**src/rtl/nsbaud_pkg.sv**
```systemverilog
package nsbaud_pkg;

    // Phase of the tick generator
    typedef enum logic [1:0] {
        PH_IDLE     = 2'd0,
        PH_TRACK    = 2'd1,
        PH_SATURATE = 2'd2
    } phase_e;

endpackage

```
**src/rtl/nsbaud_divreg.sv**
```systemverilog
module nsbaud_divreg #(
    parameter int DIV_W    = 32,
    parameter int FRAC_W   = 8,
    parameter int FRAC_DEN = 255,
    parameter int STEP     = 4080,
    parameter int ACC_W    = 33
) (
    input  logic             clk,
    input  logic             rst_n,
    input  logic             wr_en,
    input  logic [DIV_W-1:0] wdata,
    output logic [DIV_W-1:0] div_q,
    output logic [ACC_W-1:0] target,
    output logic             fast
);

    always_ff @(posedge clk) begin
        if (!rst_n)
            div_q <= '0;
        else if (wr_en)
            div_q <= wdata;
    end

    // Period expressed in 1/FRAC_DEN ns units
    assign target = ACC_W'(div_q[DIV_W-1:FRAC_W]) * ACC_W'(FRAC_DEN)
                  + ACC_W'(div_q[FRAC_W-1:0]);

    // Period shorter than one clock
    assign fast = (target < ACC_W'(STEP));

endmodule

```
**src/rtl/nsbaud_phase.sv**
```systemverilog
module nsbaud_phase
    import nsbaud_pkg::*;
#(
    parameter int STEP  = 4080,
    parameter int ACC_W = 33
) (
    input  logic             clk,
    input  logic             rst_n,
    input  logic             en,
    input  logic             restart,
    input  logic [ACC_W-1:0] target,
    input  logic             fast,
    output logic             samp_stb
);

    phase_e           state_q, state_d;
    logic [ACC_W-1:0] acc_q, acc_d;
    logic [ACC_W-1:0] sum;
    logic             samp_d;

    always_comb begin
        sum     = acc_q + ACC_W'(STEP);
        state_d = state_q;
        acc_d   = acc_q;
        samp_d  = 1'b0;
        if (restart) begin
            state_d = PH_IDLE;
            acc_d   = '0;
        end else begin
            unique case (state_q)
                PH_IDLE: begin
                    acc_d = '0;
                    if (en)
                        state_d = fast ? PH_SATURATE : PH_TRACK;
                end
                PH_TRACK: begin
                    if (!en) begin
                        state_d = PH_IDLE;
                        acc_d   = '0;
                    end else if (sum >= target) begin
                        samp_d = 1'b1;
                        acc_d  = sum - target;
                    end else begin
                        acc_d = sum;
                    end
                end
                PH_SATURATE: begin
                    acc_d = '0;
                    if (!en)
                        state_d = PH_IDLE;
                    else
                        samp_d = 1'b1;
                end
                default: begin
                    state_d = PH_IDLE;
                    acc_d   = '0;
                end
            endcase
        end
    end

    // State register
    always_ff @(posedge clk) begin
        if (!rst_n)
            state_q <= PH_IDLE;
        else
            state_q <= state_d;
    end

    // Datapath and output register
    always_ff @(posedge clk) begin
        if (!rst_n) begin
            acc_q    <= '0;
            samp_stb <= 1'b0;
        end else begin
            acc_q    <= acc_d;
            samp_stb <= samp_d;
        end
    end

endmodule

```
**src/rtl/nsbaud_bitcnt.sv**
```systemverilog
module nsbaud_bitcnt #(
    parameter int OVS   = 16,
    parameter int CNT_W = 4
) (
    input  logic clk,
    input  logic rst_n,
    input  logic clr,
    input  logic samp_stb,
    output logic bit_stb
);

    logic [CNT_W-1:0] cnt_q;
    logic             last;

    assign last    = (cnt_q == CNT_W'(OVS - 1));
    assign bit_stb = samp_stb && last;

    always_ff @(posedge clk) begin
        if (!rst_n || clr)
            cnt_q <= '0;
        else if (samp_stb)
            cnt_q <= last ? '0 : cnt_q + 1'b1;
    end

endmodule

```
**src/rtl/nsbaud_gen.sv**
```systemverilog
module nsbaud_gen #(
    parameter int DIV_W    = 32,
    parameter int FRAC_W   = 8,
    parameter int FRAC_DEN = 255,
    parameter int CLK_NS   = 16,
    parameter int OVS      = 16
) (
    input  logic             clk,
    input  logic             rst_n,
    input  logic             en,
    input  logic             wr_en,
    input  logic [DIV_W-1:0] wdata,
    output logic [DIV_W-1:0] rdata,
    output logic             samp_stb,
    output logic             bit_stb
);

    localparam int STEP  = CLK_NS * FRAC_DEN;
    localparam int ACC_W = DIV_W + 1;
    localparam int CNT_W = (OVS > 1) ? $clog2(OVS) : 1;

    logic [ACC_W-1:0] target;
    logic             fast;

    nsbaud_divreg #(
        .DIV_W(DIV_W), .FRAC_W(FRAC_W), .FRAC_DEN(FRAC_DEN),
        .STEP(STEP), .ACC_W(ACC_W)
    ) u_divreg (
        .clk(clk), .rst_n(rst_n), .wr_en(wr_en), .wdata(wdata),
        .div_q(rdata), .target(target), .fast(fast)
    );

    nsbaud_phase #(
        .STEP(STEP), .ACC_W(ACC_W)
    ) u_phase (
        .clk(clk), .rst_n(rst_n), .en(en), .restart(wr_en),
        .target(target), .fast(fast), .samp_stb(samp_stb)
    );

    nsbaud_bitcnt #(
        .OVS(OVS), .CNT_W(CNT_W)
    ) u_bitcnt (
        .clk(clk), .rst_n(rst_n), .clr(wr_en),
        .samp_stb(samp_stb), .bit_stb(bit_stb)
    );

endmodule

```
**config.mk**
```make
export PLATFORM = sky130hd
export DESIGN_NAME = nsbaud_gen
export DESIGN_NICKNAME = d
export VERILOG_FILES = /design/src/rtl/nsbaud_pkg.sv /design/src/rtl/nsbaud_divreg.sv /design/src/rtl/nsbaud_phase.sv /design/src/rtl/nsbaud_bitcnt.sv /design/src/rtl/nsbaud_gen.sv
export SDC_FILE = /design/constraint.sdc
export NUM_CORES = 1
export LEC_CHECK = 0
export ABC_AREA = 1
export BUFFER_PORTS_ARGS = -buffer_cell sky130_fd_sc_hd__buf_4
export CORE_AREA = 2 2 161 163
export CTS_CLUSTER_DIAMETER = 40
export CTS_CLUSTER_SIZE = 28
export DETAILED_ROUTE_END_ITERATION = 16
export DIE_AREA = 0 0 163 165
export PLACE_DENSITY = 0.65
export SKIP_CTS_REPAIR_TIMING = 1
export SLEW_MARGIN = 10
export SYNTH_ARGS = -nofsm -noshare
export SYNTH_HDL_FRONTEND = slang
export SYNTH_SLANG_ARGS = --single-unit
```
**constraint.sdc**
```tcl
create_clock -name clk -period 5.16 [get_ports clk]
set_input_delay 0.516 -clock clk [delete_from_list [all_inputs] [get_ports clk]]
set_output_delay 0.516 -clock clk [all_outputs]
set_load 0.1 [all_outputs]
```
==> results of run 1 <==
[path summary, 6_finish.rpt]
kind | start | endpoint | cells after the start
hold reg to reg | u_bitcnt.cnt_q[1] | u_bitcnt.cnt_q[1] | 2
setup / recovery | u_divreg.div_q[16] | u_phase.acc_q[22] | 28
hold / removal | wdata[19] | u_divreg.div_q[19] | 3
setup reg to reg | u_divreg.div_q[16] | u_phase.acc_q[22] | 28
[sequential cells by signal, summed over array words and instances, names as in the netlist]
register          flops
u_phase.samp_stb      1
u_divreg.div_q       32
u_phase.acc_q        33
u_phase.state_q       2
u_bitcnt.cnt_q        4
[cell usage after synthesis (4+ instances only)]
cell	instances	area [µm²]
clkbuf_1	9	33.8
dfxtp_1	72	1440
and2_1	5	31.3
nand3_1	74	370
nor2_2	7	43.8
nor3_1	16	80.1
o21bai_1	6	45.0
inv_2	4	15.0
xor2_1	42	368
buf_6	4	45.0
inv_1	367	1380
nand2_2	9	56.3
xnor2_1	21	184
o21ai_1	11	55.1
fa_1	119	2380
nor2_1	190	713
nand4_1	22	138
nand2_1	352	1320
ha_1	107	1340
o21ai_0	78	390
a21oi_1	78	390
[logic make-up (layout without fill, tap and decap cells)]
kind of cell    count (synthesis)  after routing
buf+inv                       390            712
flops                          72             72
fa+ha+maj                     226            226
simple gates                  685            686
xor+xnor                       63             63
compound gates                196            196
[worst register-to-register path, delay by kind of cell, from the launching register on]
family	cells	cell delay, ns
AND/OR/NAND/NOR	12	1.23
adder cells (fa/ha/maj)	6	2.71
AO/OA/AOI/OAI	3	0.59
buffers and inverters	7	0.67
flip-flops	1	0.38
[area by class of cell]
type	count	area [µm²]	area share [%]
Inverter	371	1410	8.89
Sequential cell	72	1550	9.77
Clock buffer	9	225	1.42
Clock inverter	7	43.8	0.277
Multi-Input combinational cell	1171	9610	60.7
Timing Repair Buffer	325	2590	16.4
Tap cell	330	413	2.61
[through the flow]
step           area (µm²)  hold WS (ns)  util, %  cells
2_1_floorplan       11700         0.452        -   1632
3_3_place_gp        14300         0.468     57.0   2243
3_5_place_dp        14300         0.483     57.0   2243
4_1_cts             14600         0.368     58.1   2259
5_1_grt             15800         0.389     63.2   2285
6_report            15800         0.377     63.2   2285
[routing by layer]
layer / vias to the layer above / part of all wire, % / GRT usage (%)
met4: 0 / 2.3 / 6.80
met5: - / 0 / 0
met2: 234 / 48 / 43.3
li1: 5668 / - / -
met1: 5288 / 46 / 33.5
met3: 51 / 3.5 / 2.31
==> flow_summary.ini, run 1 <==
[timing]
period_needed_ns = 5.69
finalSetupViolCount = 34
finalHoldViolCount = 0
grt_setup_unrepaired = yes
slew-limit-headroom_pct = 30.4
worst_slew_pin_slew_ns = 1.04
maxSlewViolCount = 0
tns_ns = -15.45
skew_ns = 0.0102
timing.final.ws_setup_ns = -0.528
finalCritPeriodShare_pct = 110
clock.fmax_mhz = 176

[floorplan]
die_h_um = 165
boundaryPins = 70
initial_core_util_pct = 44.4
dieArea_um2 = 26900
die_x_um = 163
num_rows = 58
core_area_um2 = 25000

[worst_setup_path]
start_kind = register
critPathTopFamily = adder cells
max_stage_delay_ns = 0.62
critPathRequiredTime_ns = 5.44
cpMostUsedCell = nand2_1
cp_num_buf_inv = 7
cp.arrival_ns = 5.97
cp-end-kind = register
slowest_stage = fa_2
cp_max_fo = 5
path_class = reg -> reg
regToRegSetupSlack_ns = -0.53

[yosys]
ys.flop_type = dfxtp_1
synth_compound_area_share_pct = 9.63
synth_xor_area_share_pct = 4.97
avgSynthCellArea_um2 = 6.81
synth_top_family_by_area = adder cells
synthMuxAreaShare_pct = 0
yosysSeqAreaShare_pct = 13.0
syn_area_um2 = 11100
synth-async-reset-ratio_pct = 0
ys_types = 44
synthAdderAreaFrac_pct = 33.5
ys_ff_latch = 72
syn_inst = 1632
yosysWarnings = 0
synth_nets = 1894
synth_edf_count = 0
synth-simple-area-share_pct = 25.5

[detailed_routing]
route.vias.total = 11241
vias_per_cell = 4.92
wl_mm = 33.8
route.detailed.drc = 0
postRouteAntennaNets = 0
drtIter0Drc = 631
dr.pass1.iters = 5
detail_route.wl_per_cell_um = 14.8

[layout]
drive_above_1_share_pct = 33.9
diodes = 0
syn2layout_area_growth_pct = 42.5
final_common_cell = inv_1
nets = 2212
fillers = 2213
final_cell_mix = 331 x inv_1, 312 x buf_4, 272 x nand2_1, 152 x nor2_1, 104 x fa_1

[placed_design]
dp_slack_ns = -0.855
place_congestion = 0.971
dp_hpwl_mm = 26.7
numPortBuffers = 69

[global_route]
overflow = 0
grt_pass1_vias = 11122
grt_max_degree = 37
grt_pass1_wl_mm = 53.2
track_usage_pct = 25.0
grt_antenna_before_repair = 1

[run_status]
status = finished with violations
violations = negative setup slack

[cts]
cts_buffers = 9
root_buffer = clkbuf_16
clk_latency_ns = 0.36
cts.htree.levels = 3
cts.path.max_buffers = 2
clk_pin_slew_ns = 0.07
clock_sinks = 72
cts_tree = yes

[min_path]
hold_class = in -> reg

[flow_run]
maxCapViolations = 0
Power of run 1 is not shown: default switching activity piles up to over one toggle a cycle in this logic, so the estimate is an artifact.
==> run 2: changes to the inputs <==
--- a/config.mk
+++ b/config.mk
@@ -5,14 +5,15 @@
 export SDC_FILE = /design/constraint.sdc
 export NUM_CORES = 1
 export LEC_CHECK = 0
-export ABC_AREA = 1
+export ABC_AREA = 0
 export BUFFER_PORTS_ARGS = -buffer_cell sky130_fd_sc_hd__buf_4
-export CORE_AREA = 2 2 161 163
+export CORE_AREA = 2 2 155 157
 export CTS_CLUSTER_DIAMETER = 40
 export CTS_CLUSTER_SIZE = 28
 export DETAILED_ROUTE_END_ITERATION = 16
-export DIE_AREA = 0 0 163 165
+export DIE_AREA = 0 0 157 159
 export PLACE_DENSITY = 0.65
+export RECOVER_POWER = 50
 export SKIP_CTS_REPAIR_TIMING = 1
 export SLEW_MARGIN = 10
 export SYNTH_ARGS = -nofsm -noshare
==> flow_summary.ini, run 2 <==
[placed_design]
dp.cells = 1775
numPortBuffers = 69
dp_hpwl_mm = 21.2
place_congestion = 0.950
place_area_um2 = 13100

[global_route]
grt_pass1_wl_mm = 42.0
track_usage_pct = 20.5
grt_antenna_before_repair = 0
grt_max_degree = 35
overflow = 0
grt_pass1_vias = 9038

[floorplan]
die_x_um = 157
die_h_um = 159
initial_core_util_pct = 44.3
dieArea_um2 = 25000
boundaryPins = 70
num_rows = 56
core_area_um2 = 23200

[yosys]
synth.most_common_cell = inv_1
syn_area_um2 = 10300
synth_area_leader_cell = fa_1
ys.flop_type = dfxtp_1
ys_ff_latch = 72
synth-async-reset-ratio_pct = 0
synthTopCellsByCount = 191 x inv_1, 119 x fa_1, 107 x ha_1
synth_nets = 1437
netlist.area_leader.share_pct = 23.2
yosysSeqAreaShare_pct = 14.0
avgSynthCellArea_um2 = 8.74
yosysWarnings = 0
syn_inst = 1175
synth_edf_count = 0
ys_types = 76
yosys-top-cells-area = fa_1 23%, dfxtp_1 14%, ha_1 13%, inv_1 7.0%, mux2i_1 5.1%

[timing]
finalHoldViolCount = 0
period_needed_ns = 6.45
maxSlewViolCount = 0
finalSetupViolCount = 36
grt_setup_unrepaired = yes
skew_ns = 0.0112
timing.final.ws_setup_ns = -1.29
slew-limit-headroom_pct = 49.2
clock.fmax_mhz = 155
worst_slew_pin_slew_ns = 0.761
finalCritPeriodShare_pct = 125

[power_and_ir_drop]
p_comb_share_pct = 87.1
power.share.clock_pct = 6.6
p_sw_uw = 4440
irDropWorstVdd_mv = 0.443
p_int_uw = 4950
power.leakage_uw = 0.00667
power.density_nw_per_um2 = 664
switching_share_pct = 47.3
sequentialPowerShare_pct = 6.3

[cts]
root_buffer = clkbuf_16
clock_sinks = 72
clk_pin_slew_ns = 0.07
clk_latency_ns = 0.35
cts.htree.levels = 3
cts_buffers = 9
cts.path.max_buffers = 2
cts_tree = yes

[worst_setup_path]
cp_max_fo = 7
regToRegStartpoint = u_divreg.div_q[14]
cp.arrival_ns = 6.68
startpoint = u_divreg.div_q[14]
cp-end-kind = register
start_kind = register
critPathRequiredTime_ns = 5.39
path_class = reg -> reg

[detailed_routing]
drtIter0Drc = 404
postRouteAntennaNets = 0
dr.pass1.iters = 5
wl_mm = 26.3
route.vias.total = 9141
route.detailed.drc = 0
detail_route.wl_per_cell_um = 14.5
vias_per_cell = 5.04

[run_status]
status = finished with violations
violations = negative setup slack

[layout]
drive_above_1_share_pct = 33.3
regMostFlops = u_phase.acc_q
stdcell_area_um2 = 14100
post-route-util_pct = 60.9
syn2layout_area_growth_pct = 37.6
fillers = 1933
nets = 1752
fin_cells = 1814
top_regs = u_phase.acc_q: 33 flops, u_divreg.div_q: 32 flops, u_bitcnt.cnt_q: 4 flops
diodes = 0
final_common_cell = buf_4
final_cell_mix = 323 x buf_4, 181 x inv_1, 111 x fa_1, 94 x ha_1, 67 x nand2_1
largest_reg_flops = 33

[min_path]
holdCritStartpoint = wdata[25]
hold_class = in -> reg

[flow_run]
maxCapViolations = 0
run 2: worst max-delay path: stages, from the launching register on:
cell,delay [ns]
dfxtp_4,0.38
buf_4,0.15
fa_1,0.51
buf_4,0.17
fa_1,0.55
fa_1,0.44
fa_1,0.48
ha_1,0.31
and3_2,0.21
a221o_1,0.37
o211ai_4,0.25
buf_4,0.16
o21ai_2,0.08
xnor2_2,0.15
ha_1,0.31
and3_4,0.19
nand4_1,0.16
nor2_2,0.16
o211ai_1,0.16
a21oi_2,0.23
nor2_2,0.08
o21ai_4,0.34
clkbuf_16,0.25
mux2i_1,0.20
nor2_1,0.05
run 2: power groups by stage:
stage	Clock (µW)	Sequential, µW	Combinational, µW
floorplan	0	716	4550
global placement	0	604	7400
detailed placement	0	605	7490
CTS	640	593	7530
global route	658	596	8970
finish	618	592	8180
run 2: final timing paths:
path / end / slack [ns] / cells past startpoint
worst max-delay path: u_phase.acc_q[16] / -1.29 / 24
worst min-delay path: u_divreg.div_q[25] / 0.41 / 3
worst max register to register: u_phase.acc_q[16] / -1.29 / 24
worst min register to register: u_phase.state_q[1] / 0.49 / 2
run 2: cell families (layout without fill, tap and decap cells):
group,after synthesis,after routing,share of synthesized area (%)
compound gates,232,232,14.9
xor+xnor,78,78,6.72
fa+ha+maj,226,226,36.2
buf+inv,223,542,8.32
flops,72,72,14.0
mux,54,54,5.29
simple gates,290,291,14.6
run 2: layout make-up:
| cell class | instances | area, µm² | share of cell area, % |
|---|---|---|---|
| multi-input cells | 881 | 8600 | 60.9 |
| repair buffers | 335 | 2600 | 18.4 |
| flip-flops and latches | 72 | 1540 | 10.9 |
| inverters | 191 | 717 | 5.07 |
| well taps | 319 | 399 | 2.82 |
| clock buffers | 10 | 239 | 1.69 |
| clock inverters | 6 | 41.3 | 0.292 |
run 2: per-stage QoR:
step	setup slack, ns	hold slack, ns	TNS, ns	power, µW
finish	-1.29	0.414	-42.73	9390
global route	-1.53	0.421	-51.52	10200
CTS	-1.22	0.408	-40.87	8770
detailed placement	-1.17	0.483	-39.12	8090
global placement	-1.08	0.471	-36.29	8010
floorplan	-1.15	0.454	-34.41	5270
run 2: per-layer routing:
| layer | GRT usage, % | part of all wire (%) | up-vias |
|---|---|---|---|
| li1 | - | - | 4593 |
| met1 | 27.5 | 46 | 4379 |
| met2 | 34.8 | 50 | 143 |
| met3 | 2.20 | 2.4 | 26 |
| met4 | 5.71 | 1.9 | 0 |
| met5 | 0 | 0 | - |
Power figures use the tool's default switching activity.
